$ cat src/rtl/cgs_pkg.sv
package cgs_pkg;
  typedef enum logic [2:0] {
    DS_RUN   = 3'd0,
    DS_SLEEP = 3'd1,
    DS_WAKE  = 3'd2,
    DS_OCUR  = 3'd3,
    DS_SHORT = 3'd4
  } dsg_state_e;

  function automatic int unsigned cnt_width(input int unsigned len);
    return (len < 2) ? 1 : $clog2(len + 1);
  endfunction
endpackage

$ cat src/rtl/cgs_delay.sv
module cgs_delay #(
  parameter int unsigned LEN = 4
) (
  input  logic clk_i,
  input  logic rst_ni,
  input  logic tick_i,
  input  logic test_i,
  input  logic cond_i,
  output logic done_o
);
  localparam int unsigned W = cgs_pkg::cnt_width(LEN);

  logic [W-1:0] cnt_q, lim;

  assign lim = test_i ? W'(1) : W'(LEN);

  always_ff @(posedge clk_i or negedge rst_ni) begin
    if (!rst_ni)                   cnt_q <= '0;
    else if (!cond_i)              cnt_q <= '0;
    else if (tick_i && cnt_q < lim) cnt_q <= cnt_q + W'(1);
  end

  assign done_o = cond_i && (cnt_q >= lim);


  restart_chk: assert property (@(posedge clk_i) disable iff (!rst_ni)
    !$past(cond_i) |-> cnt_q == '0);


  cnt_bound_chk: assert property (@(posedge clk_i) disable iff (!rst_ni)
    cnt_q <= W'(LEN));
endmodule

$ cat src/rtl/cgs_chg.sv
module cgs_chg #(
  parameter int unsigned DET_TICKS = 1000,
  parameter int unsigned REL_TICKS = 40
) (
  input  logic       clk_i,
  input  logic       rst_ni,
  input  logic       tick_i,
  input  logic       test_i,
  input  logic [1:0] ovc_i,
  input  logic [1:0] ovc_rel_i,
  input  logic       load_i,
  output logic       active_o
);
  logic active_q, det_cond, rel_cond, det_hit, rel_hit;

  assign det_cond = !active_q && (|ovc_i);
  // with a load, falling below the detect level is enough
  assign rel_cond = active_q && (load_i ? !(|ovc_i) : (&ovc_rel_i));

  cgs_delay #(.LEN(DET_TICKS)) u_det (
    .clk_i, .rst_ni, .tick_i, .test_i, .cond_i(det_cond), .done_o(det_hit));
  cgs_delay #(.LEN(REL_TICKS)) u_rel (
    .clk_i, .rst_ni, .tick_i, .test_i, .cond_i(rel_cond), .done_o(rel_hit));

  always_ff @(posedge clk_i or negedge rst_ni) begin
    if (!rst_ni)      active_q <= 1'b0;
    else if (det_hit) active_q <= 1'b1;
    else if (rel_hit) active_q <= 1'b0;
  end

  assign active_o = active_q;


  load_hold_chk: assert property (@(posedge clk_i) disable iff (!rst_ni)
    ($past(active_q) && $past(load_i) && $past(|ovc_i)) |-> active_q);
endmodule

$ cat src/rtl/cgs_dsg.sv
module cgs_dsg
  import cgs_pkg::*;
#(
  parameter int unsigned OVD_DET_TICKS   = 100,
  parameter int unsigned OVD_REL_TICKS   = 1,
  parameter int unsigned OCUR_DET_TICKS  = 5,
  parameter int unsigned OCUR_REL_TICKS  = 1,
  parameter int unsigned SHORT_DET_TICKS = 1
) (
  input  logic       clk_i,
  input  logic       rst_ni,
  input  logic       tick_i,
  input  logic       test_i,
  input  logic [1:0] ovd_i,
  input  logic       ocur_i,
  input  logic       short_i,
  input  logic       stby_ret_i,
  input  logic       ovc_active_i,
  output logic       dsg_en_o,
  output logic       standby_o,
  output logic       pull_up_o,
  output logic       pull_dn_o,
  output logic       pull_dn_strong_o
);
  dsg_state_e state_q, state_d;

  logic ovd_det_c, ovd_rel_c, ocur_det_c, ocur_rel_c, short_det_c;
  logic ovd_det_h, ovd_rel_h, ocur_det_h, ocur_rel_h, short_det_h;

  assign ovd_det_c   = (state_q == DS_RUN || state_q == DS_WAKE) && (|ovd_i);
  assign ovd_rel_c   = (state_q == DS_WAKE) && !(|ovd_i);
  assign ocur_det_c  = (state_q == DS_RUN) && ocur_i && !ovc_active_i;
  assign ocur_rel_c  = (state_q == DS_OCUR || state_q == DS_SHORT) && !ocur_i;
  assign short_det_c = (state_q != DS_SHORT) && short_i;

  cgs_delay #(.LEN(OVD_DET_TICKS)) u_ovd_det (
    .clk_i, .rst_ni, .tick_i, .test_i, .cond_i(ovd_det_c), .done_o(ovd_det_h));
  cgs_delay #(.LEN(OVD_REL_TICKS)) u_ovd_rel (
    .clk_i, .rst_ni, .tick_i, .test_i, .cond_i(ovd_rel_c), .done_o(ovd_rel_h));
  cgs_delay #(.LEN(OCUR_DET_TICKS)) u_ocur_det (
    .clk_i, .rst_ni, .tick_i, .test_i, .cond_i(ocur_det_c), .done_o(ocur_det_h));
  cgs_delay #(.LEN(OCUR_REL_TICKS)) u_ocur_rel (
    .clk_i, .rst_ni, .tick_i, .test_i, .cond_i(ocur_rel_c), .done_o(ocur_rel_h));
  cgs_delay #(.LEN(SHORT_DET_TICKS)) u_short_det (
    .clk_i, .rst_ni, .tick_i, .test_i, .cond_i(short_det_c), .done_o(short_det_h));

  always_comb begin
    state_d = state_q;
    unique case (state_q)
      DS_RUN: begin
        if (short_det_h)     state_d = DS_SHORT;
        else if (ovd_det_h)  state_d = DS_SLEEP;
        else if (ocur_det_h) state_d = DS_OCUR;
      end
      DS_SLEEP: begin
        if (short_det_h)     state_d = DS_SHORT;
        else if (stby_ret_i) state_d = DS_WAKE;
      end
      DS_WAKE: begin
        if (short_det_h)     state_d = DS_SHORT;
        else if (ovd_det_h)  state_d = DS_SLEEP;
        else if (ovd_rel_h)  state_d = DS_RUN;
      end
      DS_OCUR: begin
        if (short_det_h)     state_d = DS_SHORT;
        else if (ocur_rel_h) state_d = DS_RUN;
      end
      DS_SHORT: begin
        if (ocur_rel_h)      state_d = DS_RUN;
      end
      default:               state_d = DS_RUN;
    endcase
  end

  always_ff @(posedge clk_i or negedge rst_ni) begin
    if (!rst_ni) state_q <= DS_RUN;
    else         state_q <= state_d;
  end

  // standby held off while over-charge owns the pack
  assign standby_o        = (state_q == DS_SLEEP) && !ovc_active_i;
  assign pull_up_o        = standby_o;
  assign pull_dn_o        = (state_q == DS_OCUR);
  assign pull_dn_strong_o = (state_q == DS_SHORT);
  assign dsg_en_o         = (state_q == DS_RUN);


  ocur_block_chk: assert property (@(posedge clk_i) disable iff (!rst_ni)
    (state_q == DS_OCUR && $past(state_q) != DS_OCUR) |-> !$past(ovc_active_i));


  short_entry_chk: assert property (@(posedge clk_i) disable iff (!rst_ni)
    $rose(pull_dn_strong_o) |-> $past(short_i));


  wake_exit_chk: assert property (@(posedge clk_i) disable iff (!rst_ni)
    ($past(state_q) == DS_SLEEP && state_q == DS_WAKE) |-> $past(stby_ret_i));


  path_excl_chk: assert property (@(posedge clk_i) disable iff (!rst_ni)
    $onehot0({pull_up_o, pull_dn_o, pull_dn_strong_o}));
endmodule

$ cat src/rtl/cell_guard_seq.sv
module cell_guard_seq #(
  parameter int unsigned OVC_DET_TICKS   = 1000,
  parameter int unsigned OVC_REL_TICKS   = 40,
  parameter int unsigned OVD_DET_TICKS   = 100,
  parameter int unsigned OVD_REL_TICKS   = 1,
  parameter int unsigned OCUR_DET_TICKS  = 5,
  parameter int unsigned OCUR_REL_TICKS  = 1,
  parameter int unsigned SHORT_DET_TICKS = 1
) (
  input  logic       clk_i,
  input  logic       rst_ni,
  input  logic       tick_i,
  input  logic       test_i,
  input  logic [1:0] ovc_i,
  input  logic [1:0] ovc_rel_i,
  input  logic [1:0] ovd_i,
  input  logic       ocur_i,
  input  logic       short_i,
  input  logic       stby_ret_i,
  input  logic       load_i,
  output logic       chg_en_o,
  output logic       dsg_en_o,
  output logic       standby_o,
  output logic       pull_up_o,
  output logic       pull_dn_o,
  output logic       pull_dn_strong_o
);
  logic ovc_active;

  cgs_chg #(
    .DET_TICKS(OVC_DET_TICKS),
    .REL_TICKS(OVC_REL_TICKS)
  ) u_chg (
    .clk_i, .rst_ni, .tick_i, .test_i,
    .ovc_i, .ovc_rel_i, .load_i,
    .active_o(ovc_active)
  );

  cgs_dsg #(
    .OVD_DET_TICKS  (OVD_DET_TICKS),
    .OVD_REL_TICKS  (OVD_REL_TICKS),
    .OCUR_DET_TICKS (OCUR_DET_TICKS),
    .OCUR_REL_TICKS (OCUR_REL_TICKS),
    .SHORT_DET_TICKS(SHORT_DET_TICKS)
  ) u_dsg (
    .clk_i, .rst_ni, .tick_i, .test_i,
    .ovd_i, .ocur_i, .short_i, .stby_ret_i,
    .ovc_active_i(ovc_active),
    .dsg_en_o, .standby_o, .pull_up_o, .pull_dn_o, .pull_dn_strong_o
  );

  assign chg_en_o = !ovc_active;


  ovc_fall_chk: assert property (@(posedge clk_i) disable iff (!rst_ni)
    $fell(chg_en_o) |-> $past(|ovc_i));


  standby_off_chk: assert property (@(posedge clk_i) disable iff (!rst_ni)
    standby_o |-> !dsg_en_o && !chg_en_o == 1'b0);


  reset_val_chk: assert property (@(posedge clk_i)
    !rst_ni |-> chg_en_o && dsg_en_o && !standby_o);
endmodule

$ cat config.mk
export PLATFORM = sky130hd
export DESIGN_NAME = cell_guard_seq
export DESIGN_NICKNAME = d
export VERILOG_FILES = /design/src/rtl/cgs_pkg.sv /design/src/rtl/cgs_delay.sv /design/src/rtl/cgs_chg.sv /design/src/rtl/cgs_dsg.sv /design/src/rtl/cell_guard_seq.sv
export SDC_FILE = /design/constraint.sdc
export NUM_CORES = 1
export LEC_CHECK = 0
export CORE_AREA = 2 2 90 92
export DETAILED_ROUTE_END_ITERATION = 8
export DIE_AREA = 0 0 92 94
export DONT_BUFFER_PORTS = 1
export HOLD_SLACK_MARGIN = 0.03
export PLACE_DENSITY = 0.49
export SLEW_MARGIN = 20
export SYNTH_ARGS = -nofsm -noshare
export SYNTH_HDL_FRONTEND = slang
export SYNTH_SLANG_ARGS = --single-unit
$ cat constraint.sdc
create_clock -name clk_i -period 2.33 [get_ports clk_i]
set_input_delay 0.233 -clock clk_i [delete_from_list [all_inputs] [get_ports clk_i]]
set_output_delay 0.233 -clock clk_i [all_outputs]
set_load 0.02 [all_outputs]
==> flow_summary.yaml <==
floorplanning:
  dieHeight_microns: 94
  start_util: 0.278
  core_sq_um: 7610
  io_pins: 20
  row_count: 32
  dieArea_sq_um: 8650
  die_w_microns: 92
setup_path:
  cp_data_arrival_time_ns: 2.53
  worst-path-max-fanout: 7
  worstSetupPathType: "reg -> reg"
  startpoint_type: "flop"
  worstPathRequired_ns: 2.56
  critical_path.endpoint_type: "flop"
drt:
  first_iter_violations: 32
  viasPerCell: 4.91
  drc_errors_left: 0
  routed_wire_length_per_instance_microns: 14.2
  antenna_violating_nets_post_route: 0
  drt_pass1_iterations: 4
  detailed_route_wl_mm: 4.93
  dr_total_vias: 1703
timing:
  achievable-frequency_ghz: 0.435
  timing.final.max_slew_violations: 0
  min_period_over_period: 0.987
  tightestPinTransition_ns: 0.639
  finalHoldViolations: 0
  max-slew-margin-rel: 0.571
  timing.final.setup_violations: 0
  final.setup_skew_ns: 0.00611
  finalCriticalPeriod_ns: 2.30
synth:
  post_synth_inst_count: 227
  synth.cell_area_sq_um: 2120
  synth.top_cell.area_share: 0.390
  synth-xor-area-share: 0.0620
  synthAdderAreaFrac: 0.118
  ys_seq_elements: 33
  synth_top_family_by_area: "simple AND/OR/NAND/NOR gates"
  synth_simple_gate_area_share: 0.222
  synth-warning-count: 0
  synth_largest_area_cell: "sky130_fd_sc_hd__dfrtp_1"
  synth.yosys.seq_area_share: 0.390
  netlist-cell-type-count: 44
  muxShareOfSynthArea: 0.0142
  postSynthNetCount: 261
  synth_area_leaders: "sky130_fd_sc_hd__dfrtp_1, sky130_fd_sc_hd__ha_1, sky130_fd_sc_hd__nor2_1, sky130_fd_sc_hd__xor2_1, sky130_fd_sc_hd__o21ai_0"
  avgSynthCellArea_sq_um: 9.33
  synth_compound_area_frac: 0.165
cells_and_area:
  multi_input_comb_area_sq_um: 1290
  mostFrequentLayoutCell: "sky130_fd_sc_hd__dfrtp_1"
  antenna_cells: 0
  nNetsFinal: 278
  drive_above_1_share: 0.114
  syn2layout_area_growth_pct: 17.2
  final_instance_area_sq_um: 2480
  final-instance-count-excl-fill: 347
  register_area_sq_um: 826
  finalCoreUtilization: 0.326
  most-common-layout-cells: "sky130_fd_sc_hd__dfrtp_1, sky130_fd_sc_hd__nor2_1, sky130_fd_sc_hd__ha_1"
  filler_cell_count: 814
global_route:
  top_usage_layer: "met2"
  global_route.usage.met3: 0.0337
  grt.met2_usage: 0.185
  globalRoute.totalOverflow: 0
  via_count_of_the_first_global_routing_pass: 1632
  grt_antenna_before_repair: 0
  grtUsageTotal: 0.117
  grt_first_pass_wirelength_mm: 8.02
  grt_max_degree: 34
  grt.met1_usage: 0.158
power_and_ir_drop:
  vdd.ir_drop.worst_v: 0.000296
  power_density_nw_per_um2: 668
  total_leakage_power_nw: 1.09
clock_tree:
  clock_latency_ns: 0.28
  worst_setup_hold_path_clk_slew_ns: 0.07
  cts-buffers-inserted: 5
  cts_root_buf: "sky130_fd_sc_hd__clkbuf_8"
  htree_levels: 2
  cts_sinks: 33
  cts_tree: "done"
  cts_buffer_depth: 2
run_status:
  outcome: "completed"
placed_design:
  place.port_buffers: 0
  placement.cell_area_sq_um: 2260
  place.detailed.instances: 329
  dp.final_hpwl_mm: 3.41
  gp_routability_congestion: 0.794
flow_run:
  max-cap-violations: 0
worst_hold_path:
  hold_class: "in -> reg"
==> area by class of cell <==
type / instances / area share
multi-input combinational: 181 / 0.522
sequential: 33 / 0.333
tap: 102 / 0.0514
timing repair buffer: 14 / 0.0484
clock buffer: 8 / 0.0323
inverter: 9 / 0.0136
==> routing by layer <==
layer,wire length (microns),vias up
li1,-,858
met1,2490,816
met2,2200,24
met3,201,5
met4,34,0
met5,0,-
==> cell families (layout without fill, tap and decap cells) <==
group	after synthesis	count (layout)
AO/OA/AOI/OAI	53	54
adder cells (fa/ha/maj)	20	20
flip-flops	33	33
XOR/XNOR	15	15
buffers and inverters	14	31
multiplexers	3	3
AND/OR/NAND/NOR	89	89
==> power by group <==
part           leakage, nW  switching (mW)  internal, mW  total (mW)
combinational        0.600           0.288         0.206       0.495
sequential           0.451          0.0998         0.638       0.738
clock               0.0395           0.212         0.213       0.425
==> repair_timing <==
item / CTS / global route
buffers inserted: 0 / 7
resized for setup: 0 / 5
hold buffers: 2 / 0
setup endpoints to repair: 0 / 6
endpoints found under the hold margin: 33 / 0
==> Yosys cell counts (all sizes together) <==
library cell and count:
a221oi 3, o211a 1, o2111ai 2, buf 2
ha 20, o31a 1, nand2 15, nand3b 1
o22ai 1, nand2b 3, a21boi 2, xor2 11
and2 5, a211oi 1, o21bai 1, and3b 1
a32o 1, mux2i 3, a21oi 12, nor2b 3
or4 5, or3b 1, and4bb 1, nor2 29
nor3 3, o21ai 18, xnor2 4, dfrtp 33
nand3 5, o221a 1, or3 3, and4 1
nor4b 2, o31ai 3, and3 5, a211o 2
o211ai 4, inv 9, nand4 4, clkbuf 3
nor4bb 2
==> critical path: stages (launching register included) <==
cell                       delay [ns]
sky130_fd_sc_hd__dfrtp_1         0.44
sky130_fd_sc_hd__ha_4            0.24
sky130_fd_sc_hd__a211o_1         0.35
sky130_fd_sc_hd__a221oi_4        0.39
sky130_fd_sc_hd__o21ai_4         0.14
sky130_fd_sc_hd__buf_4           0.16
sky130_fd_sc_hd__or4_1           0.46
sky130_fd_sc_hd__nand2_1         0.08
==> flip-flops by register name, summed over array words and instances (netlist names) <==
register                 flops
u_chg.active_o               1
u_chg.u_det.cnt_q           10
u_dsg.u_short_det.cnt_q      1
u_chg.u_rel.cnt_q            6
u_dsg.u_ovd_rel.cnt_q        1
u_dsg.u_ocur_rel.cnt_q       1
u_dsg.u_ovd_det.cnt_q        7
u_dsg.state_q                3
u_dsg.u_ocur_det.cnt_q       3
==> stage by stage <==
| step | power, mW | hold slack (ns) | setup TNS (ns) | worst slack, ns |
|---|---|---|---|---|
| final | 1.66 | 0.0632 | 0 | 0.0298 |
| after global routing | 1.78 | 0.0618 | -0.0686 | -0.0223 |
| after CTS | 1.66 | 0.0555 | 0 | 0.00852 |
| after detailed placement | 1.20 | -0.0616 | 0 | 0.0444 |
| after global placement | 1.20 | -0.0613 | 0 | 0.0846 |
| after floorplan | 1.07 | -0.0626 | 0 | 0.255 |
==> worst paths after layout <==
kind,startpoint,cells past startpoint,to,slack (ns)
max in group asynchronous,rst_ni,2,u_dsg.state_q[2]$_DFFE_PN0P_,1.75
max,u_chg.u_det.cnt_q[3]$_DFFE_PN0P_,7,u_chg.u_det.cnt_q[3]$_DFFE_PN0P_,0.03
min in group asynchronous,rst_ni,2,u_chg.u_det.cnt_q[4]$_DFFE_PN0P_,0.38
min reg2reg,u_dsg.u_ovd_rel.cnt_q$_DFFE_PN0P_,2,u_dsg.u_ovd_rel.cnt_q$_DFFE_PN0P_,0.56
max reg2reg,u_chg.u_det.cnt_q[3]$_DFFE_PN0P_,7,u_chg.u_det.cnt_q[3]$_DFFE_PN0P_,0.03
min,short_i,1,u_dsg.state_q[0]$_DFFE_PN0P_,0.06
(Power assumes the default switching activity.)
